$ cat config.mk
export PLATFORM = sky130hd
export DESIGN_NAME = gpio_port_ctrl
export DESIGN_NICKNAME = d
export VERILOG_FILES = /design/src/rtl/gpio_port_pkg.sv /design/src/rtl/gpio_port_regs.sv /design/src/rtl/gpio_port_drive.sv /design/src/rtl/gpio_port_sense.sv /design/src/rtl/gpio_port_ctrl.sv
export SDC_FILE = /design/constraint.sdc
export NUM_CORES = 1
export LEC_CHECK = 0
export CAP_MARGIN = 0
export CORE_MARGIN = 1.5
export CORE_UTILIZATION = 49
export CTS_BUF_LIST = sky130_fd_sc_hd__clkbuf_4 sky130_fd_sc_hd__clkbuf_8
export CTS_CLUSTER_SIZE = 20
export DETAILED_ROUTE_END_ITERATION = 10
export HOLD_SLACK_MARGIN = 0.06
export PLACE_DENSITY = 0.79
export SETUP_SLACK_MARGIN = 0.02
export SLEW_MARGIN = 20
export SYNTH_ARGS = -nofsm -noshare
export SYNTH_HDL_FRONTEND = slang
export SYNTH_HIERARCHICAL = 1
export SYNTH_SLANG_ARGS = --single-unit
$ cat constraint.sdc
create_clock -name clk -period 2.1 [get_ports clk]
set_input_delay 0.42 -clock clk [delete_from_list [all_inputs] [get_ports clk]]
set_output_delay 0.42 -clock clk [all_outputs]
set_load 0.02 [all_outputs]
$ cat src/rtl/gpio_port_pkg.sv
package gpio_port_pkg;

  typedef enum logic [2:0] {
    RG_FUNC = 3'd0,
    RG_DATA = 3'd1,
    RG_DSET = 3'd2,
    RG_DCLR = 3'd3,
    RG_OSET = 3'd4,
    RG_OCLR = 3'd5,
    RG_INEN = 3'd6,
    RG_MUX  = 3'd7
  } reg_idx_e;

  localparam logic SZ_HALF = 1'b0;
  localparam logic SZ_WORD = 1'b1;

endpackage

$ cat src/rtl/gpio_port_regs.sv
module gpio_port_regs
  import gpio_port_pkg::*;
#(
  parameter int PINS   = 16,
  parameter int MUX_W  = 32,
  parameter int BUS_W  = 32,
  parameter int ADDR_W = 6
) (
  input  logic              clk,
  input  logic              rst,
  input  logic              sel,
  input  logic              wr,
  input  logic [ADDR_W-1:0] addr,
  input  logic              size,
  input  logic [BUS_W-1:0]  wdata,
  output logic [BUS_W-1:0]  rdata,
  output logic              err,
  output logic [PINS-1:0]   fer_q,
  output logic [PINS-1:0]   dir_q,
  output logic [PINS-1:0]   inen_q,
  output logic [PINS-1:0]   data_nxt,
  output logic              upd_fire
);

  localparam int WIN_BITS = 5;

  reg_idx_e         idx;
  logic             in_range;
  logic             size_ok;
  logic             acc_ok;
  logic             wr_ok;
  logic [PINS-1:0]  wv;
  logic [PINS-1:0]  data_q;
  logic [PINS-1:0]  dir_nxt;
  logic [MUX_W-1:0] mux_q;
  logic [BUS_W-1:0] rd_val;

  assign idx      = reg_idx_e'(addr[4:2]);
  assign in_range = (addr[1:0] == 2'b00) && ((addr >> WIN_BITS) == '0);
  assign size_ok  = (idx == RG_MUX) ? (size == SZ_WORD) : (size == SZ_HALF);
  assign acc_ok   = sel && in_range && size_ok;
  assign wr_ok    = acc_ok && wr;
  assign wv       = wdata[PINS-1:0];

  always_comb begin
    data_nxt = data_q;
    dir_nxt  = dir_q;
    if (wr_ok) begin
      case (idx)
        RG_DATA: data_nxt = wv;
        RG_DSET: data_nxt = data_q | wv;
        RG_DCLR: data_nxt = data_q & ~wv;
        RG_OSET: dir_nxt  = dir_q | wv;
        RG_OCLR: dir_nxt  = dir_q & ~wv;
        default: ;
      endcase
    end
  end

  assign upd_fire = wr_ok && (idx == RG_DATA || idx == RG_DSET ||
                              idx == RG_DCLR || idx == RG_OSET);

  always_comb begin
    case (idx)
      RG_FUNC:                   rd_val = BUS_W'(fer_q);
      RG_DATA, RG_DSET, RG_DCLR: rd_val = BUS_W'(data_q);
      RG_OSET, RG_OCLR:          rd_val = BUS_W'(dir_q);
      RG_INEN:                   rd_val = BUS_W'(inen_q);
      default:                   rd_val = BUS_W'(mux_q);
    endcase
  end

  always_ff @(posedge clk) begin
    if (rst) begin
      fer_q  <= '0;
      data_q <= '0;
      dir_q  <= '0;
      inen_q <= '0;
      mux_q  <= '0;
      rdata  <= '0;
      err    <= 1'b0;
    end else begin
      data_q <= data_nxt;
      dir_q  <= dir_nxt;
      if (wr_ok && idx == RG_FUNC) fer_q  <= wv;
      if (wr_ok && idx == RG_INEN) inen_q <= wv;
      if (wr_ok && idx == RG_MUX)  mux_q  <= wdata[MUX_W-1:0];
      rdata <= (acc_ok && !wr) ? rd_val : '0;
      err   <= sel && !(in_range && size_ok);
    end
  end

  // a wrong-size access to a mapped offset is flagged next cycle
  p_bad_size_r5: assert property (@(posedge clk) disable iff (rst)
    (sel && in_range && !size_ok) |=> err);

  // an error response never carries data
  p_err_zero_r6: assert property (@(posedge clk) disable iff (rst)
    err |-> (rdata == '0));

  // after a set-alias write every written one is present in data
  p_set_or_r3: assert property (@(posedge clk) disable iff (rst)
    (wr_ok && idx == RG_DSET) |=> ((data_q & $past(wv)) == $past(wv)));

  // after a direction-clear write no written one survives
  p_dir_clr_r4: assert property (@(posedge clk) disable iff (rst)
    (wr_ok && idx == RG_OCLR) |=> ((dir_q & $past(wv)) == '0));

endmodule

$ cat src/rtl/gpio_port_drive.sv
module gpio_port_drive #(
  parameter int PINS = 16
) (
  input  logic            clk,
  input  logic            rst,
  input  logic            fire,
  input  logic [PINS-1:0] data_nxt,
  input  logic [PINS-1:0] inen_q,
  output logic            out_stb,
  output logic [PINS-1:0] out_level,
  output logic [PINS-1:0] out_drive_en
);

  always_ff @(posedge clk) begin
    if (rst) out_stb <= 1'b0;
    else     out_stb <= fire;
  end

  for (genvar i = 0; i < PINS; i++) begin : g_pin
    always_ff @(posedge clk) begin
      if (rst) begin
        out_level[i]    <= 1'b0;
        out_drive_en[i] <= 1'b0;
      end else if (fire) begin
        out_level[i]    <= data_nxt[i];
        out_drive_en[i] <= !inen_q[i];
      end
    end
  end

  // the strobe never lasts two cycles without a second update
  p_stb_single_r7: assert property (@(posedge clk) disable iff (rst)
    (out_stb && !fire) |=> !out_stb);

  // level and enables hold between updates
  p_hold_r7: assert property (@(posedge clk) disable iff (rst)
    !fire |=> ($stable(out_level) && $stable(out_drive_en)));

endmodule

$ cat src/rtl/gpio_port_sense.sv
module gpio_port_sense #(
  parameter int PINS = 16
) (
  input  logic            clk,
  input  logic            rst,
  input  logic [PINS-1:0] pin_in,
  input  logic [PINS-1:0] dir_q,
  input  logic [PINS-1:0] inen_q,
  input  logic [PINS-1:0] fer_q,
  output logic [PINS-1:0] in_level,
  output logic [PINS-1:0] in_valid
);

  logic [PINS-1:0] pin_prev;
  logic [PINS-1:0] qual;

  assign qual = ~dir_q & inen_q & fer_q;

  for (genvar i = 0; i < PINS; i++) begin : g_pin
    logic hit;
    assign hit = qual[i] && (pin_in[i] != pin_prev[i]);

    always_ff @(posedge clk) begin
      if (rst) begin
        pin_prev[i] <= 1'b0;
        in_level[i] <= 1'b0;
        in_valid[i] <= 1'b0;
      end else begin
        pin_prev[i] <= pin_in[i];
        in_valid[i] <= hit;
        if (hit) in_level[i] <= pin_in[i];
      end
    end
  end

  // no valid pulse on a pin that was blocked in the previous cycle
  p_block_r9: assert property (@(posedge clk) disable iff (rst)
    1'b1 |=> ((in_valid & $past(~qual)) == '0));

  // a valid pulse carries the level the pin had when it was seen
  p_level_r8: assert property (@(posedge clk) disable iff (rst)
    (in_valid != '0) |-> ((in_level & in_valid) == ($past(pin_in) & in_valid)));

endmodule

$ cat src/rtl/gpio_port_ctrl.sv
module gpio_port_ctrl #(
  parameter int PINS   = 16,
  parameter int MUX_W  = 32,
  parameter int BUS_W  = 32,
  parameter int ADDR_W = 6
) (
  input  logic              clk,
  input  logic              rst,
  input  logic              bus_sel,
  input  logic              bus_wr,
  input  logic [ADDR_W-1:0] bus_addr,
  input  logic              bus_size,
  input  logic [BUS_W-1:0]  bus_wdata,
  output logic [BUS_W-1:0]  bus_rdata,
  output logic              bus_err,
  input  logic [PINS-1:0]   pin_in,
  output logic              out_stb,
  output logic [PINS-1:0]   out_level,
  output logic [PINS-1:0]   out_drive_en,
  output logic [PINS-1:0]   in_level,
  output logic [PINS-1:0]   in_valid
);

  localparam logic [ADDR_W-1:0] OFS_DATA = ADDR_W'(4);
  localparam logic [ADDR_W-1:0] OFS_OCLR = ADDR_W'(20);

  logic [PINS-1:0] fer_q;
  logic [PINS-1:0] dir_q;
  logic [PINS-1:0] inen_q;
  logic [PINS-1:0] data_nxt;
  logic            upd_fire;

  gpio_port_regs #(
    .PINS(PINS), .MUX_W(MUX_W), .BUS_W(BUS_W), .ADDR_W(ADDR_W)
  ) i_regs (
    .clk(clk), .rst(rst), .sel(bus_sel), .wr(bus_wr), .addr(bus_addr),
    .size(bus_size), .wdata(bus_wdata), .rdata(bus_rdata), .err(bus_err),
    .fer_q(fer_q), .dir_q(dir_q), .inen_q(inen_q),
    .data_nxt(data_nxt), .upd_fire(upd_fire)
  );

  gpio_port_drive #(.PINS(PINS)) i_drive (
    .clk(clk), .rst(rst), .fire(upd_fire), .data_nxt(data_nxt),
    .inen_q(inen_q), .out_stb(out_stb), .out_level(out_level),
    .out_drive_en(out_drive_en)
  );

  gpio_port_sense #(.PINS(PINS)) i_sense (
    .clk(clk), .rst(rst), .pin_in(pin_in), .dir_q(dir_q), .inen_q(inen_q),
    .fer_q(fer_q), .in_level(in_level), .in_valid(in_valid)
  );

  // a direction-clear write never produces an update strobe
  p_dirclr_quiet_r7: assert property (@(posedge clk) disable iff (rst)
    (bus_sel && bus_wr && bus_addr == OFS_OCLR) |=> !out_stb);

  // a valid plain data write shows up on the output pins next cycle
  p_data_out_r7: assert property (@(posedge clk) disable iff (rst)
    (bus_sel && bus_wr && bus_addr == OFS_DATA && !bus_size) |=>
      (out_stb && out_level == $past(bus_wdata[PINS-1:0])));

endmodule

; Word-level counts from Yosys, hierarchy flattened
; Cells that the tools add are included.
[totals]
register_bits = 210
latch_bits = 0
mem_bits_rw = 0
romBits = 0
out_inout_bits = 98
memories = 0
[classes]
addsub = 0
n_mul = 0
n_div = 0
magnitude_cmp = 0
eq_ne = 23
n_shift = 0
mux = 5
n_bitwise = 10
reduce_logical = 56
[ops]
columns = cell, n
row1 = case mux 32 bit (4 select lines), 1
row2 = AND 16 bit, 4
row3 = case mux 16 bit (3 select lines), 1
row4 = NOT 16 bit, 2
row5 = OR 16 bit, 2
row6 = case mux 16 bit (2 select lines), 1
row7 = logical AND 1 bit, 27
row8 = logical NOT 1 bit, 18
row9 = two-way mux 16 bit, 1
row10 = inequality test 1 bit, 16
row11 = "== test 3 bit, second input constant", 4
row12 = "== test 3 x 2 -> 1 bit, second input constant", 2
row13 = logical NOT 6 bit, 1
row14 = OR reduction 2 bit, 2
row15 = "== test 3 x 1 -> 1 bit, second input constant", 1
row16 = logical NOT 3 bit, 1
row17 = logical OR 1 bit, 3
row18 = OR reduction 3 bit, 1
row19 = logical NOT 2 bit, 1
row20 = NOT 1 bit, 2
row21 = AND reduction 2 bit, 1
row22 = nonzero test 2 bit, 1
row23 = two-way mux 1 bit, 1

; Logic depth before layout (Yosys ltp)
[depth]
depth_word = 7
ltp_mapped = 9
mapped_depth_nobuf = 6

; By module
; Netlist, hierarchy kept.
[modules_own_cells]
columns = module, n_inst, cells_each, area_per_inst_um2, seq_area_each_um2
row1 = gpio_port_regs, 1, 616, 5233.8, 2582.5
row2 = gpio_port_sense, 1, 181, 1945.6, 960.9
row3 = gpio_port_drive, 1, 108, 1211.2, 660.6

; Worst setup path after synthesis
; Ideal clock, no wire load.
[synth_timing]
path_type = input port to flip-flop
from = input bus_addr[3]
to = register i_drive.out_drive_en[0]
setup_time_ps = 79
arrival_time_ps = 1929
t_required_ps = 2021
path_slack_ps = 92
path_stages = 9
n_path_buf = 6
cell_sequence = buf_2 > buf_2 > nor3_2 > buf_2 > nor3_1 > buf_6 > buf_8 > buf_12 > a211oi_2
[synth_between]
elab_chain_cells = 5
[synth_lines]
columns = element, line_no
row1 = start: declaration, gpio_port_ctrl.sv:11  ; input logic [ADDR_W-1:0] bus_addr,
row2 = == test 3 bit (tied with other cells), gpio_port_regs.sv:40  ; assign size_ok = (idx == RG_MUX) ? (size == SZ_WORD) : (size == SZ_HALF);
row3 = two-way mux 1 bit or logical OR 1 bit (tied branches), "gpio_port_regs.sv:40, gpio_port_regs.sv:60"
row4 = logical AND 1 bit or logical OR 1 bit (tied branches), "gpio_port_regs.sv:41, gpio_port_regs.sv:60"
row5 = logical AND 1 bit or logical OR 1 bit (tied branches), "gpio_port_regs.sv:42, gpio_port_regs.sv:61"
row6 = logical AND 1 bit *, gpio_port_regs.sv:60  ; assign upd_fire = wr_ok && (idx == RG_DATA || idx == RG_DSET ||
row7 = named net upd_fire, gpio_port_ctrl.sv:31  ; logic upd_fire;
row8 = end signal: indexed assignment, gpio_port_drive.sv:26  ; out_drive_en[i] <= !inen_q[i];
row9 = end: declaration, gpio_port_drive.sv:11  ; output logic [PINS-1:0] out_drive_en
; Mark *: on every way through the listed nets, which the timed path passes. The rest lies on a longest branch.
; A chain may end at the register's enable or synchronous reset.

; Worst setup path after layout
[layout_timing]
from = register i_sense.in_level[14]
to = output in_level[14]
[layout_lines]
columns = element, line_no
row1 = start: declaration, gpio_port_sense.sv:10  ; output logic [PINS-1:0] in_level,
row2 = start signal: indexed assignment, gpio_port_sense.sv:31  ; if (hit) in_level[i] <= pin_in[i];
row3 = end: declaration, gpio_port_ctrl.sv:20  ; output logic [PINS-1:0] in_level,
; No word-level cell between the ends.

==> results summary <==
The run finished with clean final reports. The root buffer cell is sky130_fd_sc_hd__clkbuf_8. The number of port buffers is around 160. The net count after synthesis is slightly below 1k.

Adding up every negative setup slack in the final design gives 0 ps. The horizontal die dimension is around 130 um. The share of the clock period used by the worst path after layout is 91.3%. Summed over all nets, the switching power comes to between 1.5 and 2 mW. The maximum count of clock buffers along a single path is 3. The count of cells resized by post-cts repair came out at 0. The power share of the combinational group is about 6%. Setup violations remaining at the end of the flow were counted as 0. The number of synthesized flops with an enable pin is 0.

TritonCTS built the clock tree. The synthesized area per cell came out at about 9.3 sq um. The clock sink count came out at between 200 and 250. The largest voltage drop on the vdd net is roughly 0.00044 V.

The H-tree was split into 2 levels. The switching share of total power is approximately 22%. Subtracting the final worst setup slack from the clock period gives between 1500 and 2000 ps. The total vias in the final route came out at slightly above 7k. The worst pin sits at a relative slew slack of approximately 66%. Entering global routing, the biggest net connects 103 pins. The critical path in this run is classified as reg -> out. The critical path's top delay family is buffers and inverters. Synthesis produced a little over 900 cells. Setup repair after global routing left no endpoint under its margin. The CTS buffer count came out at 36. During synthesis, Yosys emitted a total of 6 warnings. The flip-flop and latch count after synthesis is 210. The number of antenna diodes in the final layout is 0. The remaining number of nets flagged by the antenna check after routing came out at 0. The worst setup skew after layout is around 17 ps. The final hold violation count came out at 0. sky130_fd_sc_hd__dfxtp_1 takes more of the synthesized area than any other cell. For this design, the slowest cell found on the critical path is sky130_fd_sc_hd__clkdlybuf4s50_1. The clock latency of the later-clocked register in the worst-skew pair came out at approximately 520 ps. Based on the critical path, the design can be clocked at up to roughly 520 MHz. The first-pass GRT wire length came out at between 30000 and 40000 um. The sequential cell fraction of total power came out at between 40 and 50%.

The top flip-flop cell by instance count after synthesis is sky130_fd_sc_hd__dfxtp_1. The relative area change from synthesis to final layout came out at 34.2%. The via density per instance came out at roughly 5.3.

For this run, asynchronously set or reset flops after synthesis account for 0%. The sum of routed wire length over all layers came out at about 21000 um. The number of buffers inserted for hold repair after clock tree synthesis came out at 0. The number of buffers and inverters on the critical path is 1. The share of the synthesized area in the top cell type came out at approximately half. The required time at the worst-slack endpoint came out at approximately 1700 ps. For this run, the post-layout net count is ~1.2k. The clock power share came out at between 40% and 50%. The maximum fanout encountered on the critical timing path is 3. The number of design-rule violations left by the first detailed-router iteration is 484. Routability-driven placement finished with a final weighted congestion of between 0.8 and 0.9.

The number of detailed-routing iterations run before antenna repair came out at 5. The boundary pin count came out at 157. The core region area is approximately 0.017 sq mm. The area of the die is approximately 0.018 sq mm. The slew of the pin with the lowest slew margin came out at slightly above 500 ps. The worst setup path is launched from a flip-flop.

The total overflow left after global routing is 0. The max-slew violation count is 0. The count of standard-cell rows came out at 47. Power spread over the standard cell area amounts to approximately 740 mW/mm^2. The summed instance area of the synthesized netlist is around 0.0084 sq mm. The analysis attributes to cell leakage a power of just under 4 nW. The sequential area share after synthesis came out at 50.1%. The sort of element at the end of the critical path is an output pin.

The initial standard-cell utilization of the core came out at just over 50%. The overall fraction of global-route tracks in use is 23.9%. The via count of the first global-routing pass came out at roughly 7k. The sum of net half-perimeters after detailed placement is roughly 15000 um. The largest stage delay on the critical path came out at 620 ps. The number of violations of the max-capacitance limit came out at 0. The clock-pin slew on the worst setup and hold paths is approximately 60 ps. The internal power summed over all cells is around 6.4 mW. The number of distinct library cells after synthesis came out at between 40 and 50.

The detailed-route DRC error count came out at 0. The path class of the tightest hold or removal check is in -> reg. The critical path arrival came out at ~1500 ps.

The total design power is approximately 8.3 mW. The number of buffers inserted by post-CTS setup repair is 0. The vertical die dimension is roughly 130 um. Ranked by total cell area, the synthesized netlist is headed by sky130_fd_sc_hd__dfxtp_1 (50%), sky130_fd_sc_hd__nand2_1 (6.8%), sky130_fd_sc_hd__a21oi_1 (5.4%), sky130_fd_sc_hd__a211oi_2 (3.0%), sky130_fd_sc_hd__a22oi_1 (2.9%). The number of antenna violations at the first check in global routing was 0.

The signal on the critical path passes through clkdlybuf4s50_1. The average routed wire per standard cell came out at 15.7 um. The share of post-route cells with drive strength above 1 is between 10% and 20%.
## placed cells by master, fill, tap and decap left out, types with 32 or more instances in the layout
master / count
sky130_fd_sc_hd__dfxtp_1: 210
sky130_fd_sc_hd__clkdlybuf4s50_1: 155
sky130_fd_sc_hd__nand2_1: 152
sky130_fd_sc_hd__a21oi_1: 90
sky130_fd_sc_hd__buf_4: 62
sky130_fd_sc_hd__nor2_1: 58
sky130_fd_sc_hd__clkbuf_8: 46
sky130_fd_sc_hd__o21ai_0: 42
sky130_fd_sc_hd__inv_1: 32
sky130_fd_sc_hd__a22oi_1: 32
## cells in the mapped netlist, drive strengths merged (17+ instances only)
cell type  number
xnor2          17
nor2b          25
buf            40
a211oi         32
a21oi          90
inv            32
dfxtp         210
a22oi          32
clkbuf         26
nand2         152
nor3           19
o21ai          42
nor2           58
## power by group through the flow
stage | Sequential (mW) | Clock, mW | Combinational, mW
global route | 4.03 | 4.02 | 0.541
finish | 4.03 | 3.77 | 0.503
floorplan | 4.12 | 0 | 0.222
detailed placement | 4.11 | 0 | 0.495
CTS | 4.03 | 3.85 | 0.499
global placement | 4.11 | 0 | 0.488
## final timing paths
| check | start | cells past startpoint | slack [ps] | to |
|---|---|---|---|---|
| min | rst | 3 | 430 | i_drive/out_level[12] |
| min reg2reg | i_regs/mux_q[24] | 2 | 440 | i_regs/mux_q[24] |
| max reg2reg | i_regs/inen_q[4] | 3 | 1000 | i_sense/in_level[4] |
| max | i_sense/in_level[14] | 1 | 180 | in_level[14] |
## metal layers
metal	track usage [%]	routed length (um)
met5	0	0
met4	9.30	504
met3	5.86	1840
met2	35.7	9110
met1	33.2	9750
## cell type report
type | instances | area, sq um
multi-input combinational | 596 | 3680
clock inverter | 4 | 23.8
tap | 220 | 275
clock buffer | 59 | 731
fill | 1302 | 5380
inverter | 33 | 124
timing repair buffer | 228 | 2230
sequential | 210 | 4200
## state kept, by name, indices dropped and copies added (netlist names), named ones only
signal	flops
i_drive/out_drive_en	16
i_sense/in_level	16
i_regs/fer_q	16
i_regs/data_q	16
i_regs/rdata	32
i_drive/out_stb	1
i_regs/inen_q	16
i_drive/out_level	16
i_sense/pin_prev	16
i_regs/err	1
i_sense/in_valid	16
i_regs/mux_q	32
## cell families after synthesis
| logic type | synth area share (%) |
|---|---|
| simple gates | 18.1 |
| compound gates | 21.9 |
| flops | 50.1 |
| buf+inv | 6.13 |
| xor+xnor | 1.88 |
| mux | 1.91 |
## metrics by stage
stage	hold slack (ps)	cell area, sq um	instances	utilization, %	setup slack (ps)
finish	429	11300	1350	67.7	183
global route	445	11300	1350	67.7	76.9
CTS	417	11300	1350	67.7	165
detailed placement	439	10500	1287	63.1	-310
global placement	433	10500	1287	63.1	-239
floorplan	427	8390	905	-	91.9
Power figures use the tool's default switching activity.
